$ cat src/rtl/pms_pkg.sv
package pms_pkg;
  localparam int METHOD_N = 6;

  // pulse count that selects each method slot of the one-hot output
  function automatic int method_code(input int slot);
    case (slot)
      0: method_code = 0;
      1: method_code = 1;
      2: method_code = 2;
      3: method_code = 8;
      4: method_code = 9;
      5: method_code = 12;
      default: method_code = -1;
    endcase
  endfunction
endpackage

$ cat src/rtl/pms_sync.sv
module pms_sync #(
  parameter int STAGES = 2
) (
  input  logic clk,
  input  logic clr_n,
  input  logic d,
  output logic q
);
  logic [STAGES-1:0] chain;

  always_ff @(posedge clk or negedge clr_n) begin
    if (!clr_n) chain <= '0;
    else        chain <= {chain[STAGES-2:0], d};
  end

  assign q = chain[STAGES-1];
endmodule

$ cat src/rtl/pms_capture.sv
module pms_capture #(
  parameter int ARM_CLKS = 16,
  parameter int MIN_LOW  = 4,
  parameter int CNT_W    = 4
) (
  input  logic             clk,
  input  logic             active,
  input  logic             line,
  output logic             armed,
  output logic [CNT_W-1:0] count
);
  localparam int HI_W = $clog2(ARM_CLKS + 1);
  localparam int LO_W = $clog2(MIN_LOW + 1);
  localparam logic [CNT_W-1:0] CNT_MAX = '1;
  localparam logic [HI_W-1:0]  HI_TOP  = HI_W'(ARM_CLKS);
  localparam logic [HI_W-1:0]  HI_ARM  = HI_W'(ARM_CLKS - 1);
  localparam logic [LO_W-1:0]  LO_TOP  = LO_W'(MIN_LOW);

  logic [HI_W-1:0] hi_run;
  logic [LO_W-1:0] lo_run;

  // state is cleared whenever the device is out of reset
  always_ff @(posedge clk) begin
    if (!active) begin
      hi_run <= '0;
      lo_run <= '0;
      armed  <= 1'b0;
      count  <= '0;
    end else if (line) begin
      if (hi_run != HI_TOP) hi_run <= hi_run + 1'b1;
      if (hi_run == HI_ARM) armed <= 1'b1;
      if (armed && lo_run == LO_TOP && count != CNT_MAX) count <= count + 1'b1;
      lo_run <= '0;
    end else begin
      hi_run <= '0;
      if (armed && lo_run != LO_TOP) lo_run <= lo_run + 1'b1;
    end
  end
endmodule

$ cat src/rtl/pms_decode.sv
module pms_decode
  import pms_pkg::*;
#(
  parameter int CNT_W = 4
) (
  input  logic                armed,
  input  logic [CNT_W-1:0]    count,
  output logic [METHOD_N-1:0] sel,
  output logic                prog,
  output logic                err
);
  for (genvar m = 0; m < METHOD_N; m++) begin : g_slot
    assign sel[m] = armed && (int'(count) == method_code(m));
  end

  assign prog = armed;
  assign err  = armed && (sel == '0);
endmodule

$ cat src/rtl/pulse_mode_sel.sv
module pulse_mode_sel
  import pms_pkg::*;
#(
  parameter int SYNC_STAGES = 2,
  parameter int ARM_CLKS    = 16,
  parameter int MIN_LOW     = 4,
  parameter int CNT_W       = 4
) (
  input  logic                clk,
  input  logic                rst_n,
  input  logic                vpp_hi,
  output logic [METHOD_N-1:0] method_sel,
  output logic                sel_valid,
  output logic                prog_mode,
  output logic                sel_err
);
  logic rst_s, rst_s_d, vpp_s, release_now;
  logic armed;
  logic [CNT_W-1:0] count;
  logic [METHOD_N-1:0] dec_sel;
  logic dec_prog, dec_err;

  pms_sync #(.STAGES(SYNC_STAGES)) u_rst_sync (
    .clk(clk), .clr_n(rst_n), .d(1'b1), .q(rst_s)
  );

  pms_sync #(.STAGES(SYNC_STAGES)) u_vpp_sync (
    .clk(clk), .clr_n(1'b1), .d(vpp_hi), .q(vpp_s)
  );

  always_ff @(posedge clk or negedge rst_n) begin
    if (!rst_n) rst_s_d <= 1'b0;
    else        rst_s_d <= rst_s;
  end

  assign release_now = rst_s && !rst_s_d;

  pms_capture #(.ARM_CLKS(ARM_CLKS), .MIN_LOW(MIN_LOW), .CNT_W(CNT_W)) u_cap (
    .clk(clk), .active(!rst_s), .line(vpp_s), .armed(armed), .count(count)
  );

  pms_decode #(.CNT_W(CNT_W)) u_dec (
    .armed(armed), .count(count), .sel(dec_sel), .prog(dec_prog), .err(dec_err)
  );

  always_ff @(posedge clk or negedge rst_n) begin
    if (!rst_n) begin
      method_sel <= '0;
      sel_valid  <= 1'b0;
      prog_mode  <= 1'b0;
      sel_err    <= 1'b0;
    end else if (release_now) begin
      method_sel <= dec_sel;
      sel_valid  <= 1'b1;
      prog_mode  <= dec_prog;
      sel_err    <= dec_err;
    end
  end
endmodule

$ cat config.mk
export PLATFORM = sky130hd
export DESIGN_NAME = pulse_mode_sel
export DESIGN_NICKNAME = d
export VERILOG_FILES = /design/src/rtl/pms_pkg.sv /design/src/rtl/pms_sync.sv /design/src/rtl/pms_capture.sv /design/src/rtl/pms_decode.sv /design/src/rtl/pulse_mode_sel.sv
export SDC_FILE = /design/constraint.sdc
export NUM_CORES = 1
export LEC_CHECK = 0
export ABC_AREA = 1
export BUFFER_PORTS_ARGS = -buffer_cell sky130_fd_sc_hd__buf_2
export CAP_MARGIN = 20
export CORE_AREA = 4 4 61 52
export DETAILED_ROUTE_END_ITERATION = 7
export DIE_AREA = 0 0 65 56
export PLACE_DENSITY = 0.75
export SLEW_MARGIN = 20
export SYNTH_ARGS = -nofsm -noshare
export SYNTH_HDL_FRONTEND = slang
export SYNTH_SLANG_ARGS = --single-unit
$ cat constraint.sdc
create_clock -name clk -period 1.1 [get_ports clk]
set_input_delay 0.33 -clock clk [delete_from_list [all_inputs] [get_ports clk]]
set_output_delay 0.33 -clock clk [all_outputs]
set_load 0.005 [all_outputs]
# Word-level counts from Yosys, hierarchy flattened

Index checks and enable logic that the tools add are counted.

Register bits: 27
Bits in latches: 0
Input port bits: 3
Bits in read-only memories: 0
RAM bits: 0
Output and inout bits: 9
Logic and storage cells: 43
Memories: 0

$mul: 0
Bitwise gates (word level): 1
Shift operators: 0
Equality and inequality tests: 10
Add/sub/neg operators: 3
Div/mod/pow operators: 0
Muxes and demuxes: 0
Reduce and logical (&&, ||, !) cells: 18
$lt $le $gt $ge: 0

Operators by type and width:

| kind                | number |
|---|---|
| $logic_and 1x1->1   | 11 |
| $eq 4x3->1 const B  | 2 |
| $eq 4x4->1 const B  | 2 |
| $logic_not 6->1     | 1 |
| $add 5x1->5 const B | 1 |
| $eq 5x4->1 const B  | 1 |
| $ne 5x5->1 const B  | 1 |
| $add 4x1->4 const B | 1 |
| $eq 4x2->1 const B  | 1 |
| $logic_not 4->1     | 1 |
| $ne 4x4->1 const B  | 1 |
| $reduce_and 2->1    | 2 |
| $reduce_or 2->1     | 2 |
| $add 3x1->3 const B | 1 |
| $eq 3x3->1 const B  | 1 |
| $ne 3x3->1 const B  | 1 |
| $logic_not 1->1     | 1 |
| $not 1->1           | 1 |

# Logic depth before layout (Yosys ltp)

Depth in word-level cells: 4
Gate-level depth with buffers: 9
Mapped depth without buffers: 9

# Modules after synthesis

From an unflattened synthesis, not the netlist that was laid out.

Cells, all modules: 157
Area total of the unflattened synthesis: 1,273.7 µm²

Modules (own cells, without submodules):

| module         | sequential area each (µm²) | area an instance (µm²) | instances | cells an instance |
|---|---|---|---|---|
| pms_capture    | 260.2                      | 643.1                  | 1         | 82 |
| pulse_mode_sel | 250.2                      | 400.4                  | 1         | 41 |
| pms_decode     | 0.0                        | 130.1                  | 1         | 30 |
| pms_sync       | 50.0                       | 50.0                   | 2         | 2 |

# Worst setup path before layout

OpenSTA, ideal clock, no wires.

Path kind: reg-to-reg
Start point: reg u_cap.count[0]
End point: reg sel_err
Setup time: 65 ps
Stages on the path, launching flop included: 10
Required time: 1,035 ps
Data arrival time: 1,041 ps
Path slack: -6 ps
Path buffers: 0
Period minus slack after synthesis: 1,106 ps
Cell sequence: dfxtp_1 inv_1 ha_1 nand2_1 inv_1 nand2_1 nand2_1 nor2_1 nand2_1 nand2_1

Cells in the longest elaborated chain, start to end: 4
Elaborated cells between the ends (all ways): 14
Classes of those cells: eq/ne: 5; reduce/logical: 9

RTL lines:

| item                               | line                 | RTL |
|---|---|---|
| from (decl)                        | pms_capture.sv:10    | `output logic [CNT_W-1:0] count` |
| from (signal assigned)             | pms_capture.sv:32    | `if (armed && lo_run == LO_TOP && count != CNT_MAX) count <= count + 1'b1;` |
| $eq 4x2->1 (tied with other cells) | pms_decode.sv:13     | `assign sel[m] = armed && (int'(count) == method_code(m));` |
| $logic_and 1x1->1                  | pms_decode.sv:13     |  |
| $logic_not 6->1 (*)                | pms_decode.sv:17     | `assign err = armed && (sel == '0);` |
| $logic_and 1x1->1 (*)              | pms_decode.sv:17     |  |
| to (signal assigned)               | pulse_mode_sel.sv:56 | `sel_err <= dec_err;` |
| to (decl)                          | pulse_mode_sel.sv:15 | `output logic sel_err` |

Mark *: on every way between the ends. The rest lies on a longest branch, timed or not.
A chain may end at the register's enable or synchronous reset.

# Final worst setup path

Start point: reg method_sel[5]
End point: out method_sel[5]

RTL lines:

| item                   | line                 | RTL |
|---|---|---|
| from (decl)            | pulse_mode_sel.sv:12 | `output logic [METHOD_N-1:0] method_sel,` |
| from (signal assigned) | pulse_mode_sel.sv:53 | `method_sel <= dec_sel;` |

No word-level cell between the ends.

==> results by group <==
Critical path
  – Endpoint type of the worst setup path: output port
  – Crit start category: register
  – Reg2Reg Setup Slack: -0.03 ns
  – CP max-delay cell: dfrtp_1
  – RR Endpoint: u_cap.count[1]
  – Reg2Reg Depth: 7
  – CP delay by family, top: flip-flops
  – Crit Path Max Fanout: 2
  – Crit path DAT: 0.86 ns
  – Worst path bufs/invs: 1
  – Worst stage delay on the critical path: 0.41 ns
  – Critical Path Start: method_sel[5]
  – Worst reg2reg startpoint: u_cap.lo_run[0]
  – Critical path class: reg2out
  – Critical-path cell list: buf_2
  – WP data required: 0.77 ns

Min path
  – Worst Hold Endpoint: u_vpp_sync.chain[0]
  – Worst Hold Launch: vpp_hi
  – Hold Crit Depth: 1
  – Min-Delay Path Class: in2reg

Synth
  – FF+latch count, synth: 27
  – Mapped Area: 0.001255 mm²
  – Leading area contributor after synthesis: dfrtp_1
  – Warnings, synthesis: 0
  – Post-synthesis cell type count: 24
  – Post-Syn Area per Cell: 8.423 µm²
  – Post-synth EDFFs: 0
  – Count leader, synth: nand2_1
  – Top cells by area, synth: dfrtp_1 (24%), dfxtp_1 (24%), nand2_1 (10%)
  – Top FF cell, synth: dfxtp_1
  – Register area share after synthesis: 0.4786
  – Cell count after synthesis: 149
  – Synth top area share: 0.2393
  – Syn Nets: 161
  – Synth async-reset ratio: 0.4444
  – Post-synth top cells: nand2_1 (35), inv_1 (17), dfxtp_1 (15)

Clock tree
  – CTS root buffer: clkbuf_4
  – Clock sinks: 27
  – H-tree depth: 1
  – Clock buffer depth: 2
  – Worst-path clk slew: 0.14 ns
  – TritonCTS clock tree: built
  – Skew-Pair Late Insertion Delay: 0.32 ns
  – Total CTS buffers: 3

Floorplanning
  – Die H: 56 µm
  – Io pins: 12
  – Core area: 0.002616 mm²
  – Site row count: 17
  – Die Footprint: 0.003640 mm²
  – Die X: 65 µm
  – Initial Utilization: 0.4797

Placement
  – Placed cell count: 205
  – Post-DP HPWL: 1621 µm
  – Post-Place Cell Area: 0.001408 mm²
  – Routability cong.: 0.7782
  – Port Buffer Count: 11

GRT
  – Total grt overflow: 0
  – Pin count of the biggest net entering global routing: 16
  – Initial antenna violation count: 0
  – Number of global-route vias before repair: 1014
  – Total track usage: 0.1389
  – First-pass GRT wire length: 4071 µm

Timing
  – Worst setup margin: -0.09075 ns
  – Max Clk Rate: 839.8 MHz
  – Unrepaired setup endpoints after global routing: true
  – # setup viols final: 14
  – Fin crit period: 1.191 ns
  – Final hold violations: 0
  – Post-route clock period utilization: 1.083
  – Clock skew: 0.007105 ns
  – Max-slew violations: 0
  – Setup_tns: -0.8097 ns

Cells and area
  – Fillers: 206
  – Area Overhead vs Synth: 41.97%
  – Multi-input logic area: 743.2 µm²
  – Utilization after layout: 0.6810
  – Post-Layout Cell Count: 225
  – Proportion of layout cells with a drive suffix above 1: 0.5080
  – Post-route cell area: 0.001782 mm²
  – Register Area: 619.3 µm²
  – Antenna diodes: 0
  – Nets: 200

Drt
  – DR vias/cell: 4.782
  – Number of DRC markers in iteration 0: 38
  – Routed vias: 1076
  – Met1 wire length: 1148 µm
  – Met2 wire length: 1340 µm
  – Antenna viol nets, final: 0
  – Drc violations: 0
  – 1st-pass router iterations: 4
  – Met3 WL post-DR: 89 µm
  – WL final: 2598 µm
  – Drt wl/cell: 11.55 µm
  – Highest Signal Layer: met4

Power and ir drop
  – Power per cell area: 839.0 mW/mm²
  – Maximum vdd drop: 820.5 µV
  – Design Power: 0.001495 W
  – P_leak: 0.7624 nW

Job
  – # Max-Cap Violations: 0

Run status
  – Status: finished, violations left
  – Failing checks: negative setup slack
-- worst reg2reg max path: stages (launching register included) --
cell and delay (ns):
dfxtp_2 0.35, inv_2 0.07, ha_4 0.14, nand2_4 0.06, nor2_4 0.19, nand2_2 0.11, nand2_2 0.07, a21oi_2 0.05
-- per-layer routing --
layer | track usage | up-vias
li1 | - | 551
met1 | 0.1479 | 507
met2 | 0.2653 | 16
met3 | 0.03636 | 2
met4 | 0.03614 | 0
met5 | 0 | -
-- logic make-up (layout without fill, tap and decap cells) --
family / Yosys count / after routing / share of synthesized area
AOI/OAI and AO/OA: 21 / 21 / 0.08375
adders and majority gates: 9 / 9 / 0.08973
other: 1 / 1 / 0.002988
DFF: 27 / 27 / 0.4786
buffers and inverters: 23 / 61 / 0.08375
and+or+nand+nor: 68 / 68 / 0.2612
-- final cells by class --
class / count / share of cell area
clock buffer: 3 / 0.01264
multi-input combinational: 99 / 0.4171
timing repair buffer: 38 / 0.1503
clock inverter: 1 / 0.002809
inverter: 19 / 0.04284
tap: 38 / 0.02669
sequential: 27 / 0.3476
-- state kept, by name, summed over array words and instances, names as in the netlist --
name	cells
prog_mode	1
u_vpp_sync.chain	2
rst_s_d	1
u_rst_sync.chain	2
method_sel	6
sel_valid	1
u_cap.hi_run	5
u_cap.armed	1
sel_err	1
u_cap.count	4
u_cap.lo_run	3
-- where the power goes --
| group | internal [W] | switching (W) | leakage (nW) |
|---|---|---|---|
| clock | 0.000136 | 0.000280 | 0.0177 |
| sequential | 0.000992 | 0.0000123 | 0.283 |
| combinational | 0.0000306 | 0.0000442 | 0.462 |
| total | 0.00116 | 0.000336 | 0.762 |
-- worst max-delay path by stage --
stage,depth (start not counted),slack (ns),to
2_1_floorplan,5,0.006,u_cap.hi_run[4]
3_3_place_gp,9,-0.006,sel_err
3_5_place_dp,5,-0.12,u_cap.hi_run[4]
4_1_cts,1,-0.1,method_sel[2]
5_1_grt,1,-0.14,method_sel[2]
6_report,1,-0.09,method_sel[5]
-- metrics by stage --
step / setup WS, ns / hold WS, ns
floorplan: 0.005616 / 0.03441
global route: -0.1425 / 0.08819
finish: -0.09075 / 0.1033
global placement: -0.006244 / 0.2079
detailed placement: -0.1157 / 0.2175
CTS: -0.09721 / 0.08599
-- cells in the final DEF, fill, tap and decap left out, types with 7 or more instances in the layout --
cell     instances
inv_1           12
a21oi_1          7
buf_4           24
dfrtp_1         12
nor2_1          10
nand2_2          9
nand2_1         25
buf_2           11
-- what timing repair did --
item / CTS / global route
pin swaps: 6 / 14
setup endpoints to repair: 22 / 20
gates resized for setup: 28 / 36
endpoints found under the hold margin: 12 / 0
setup buffers: 7 / 8
hold buffers: 1 / 0
Power figures use the tool's default switching activity.
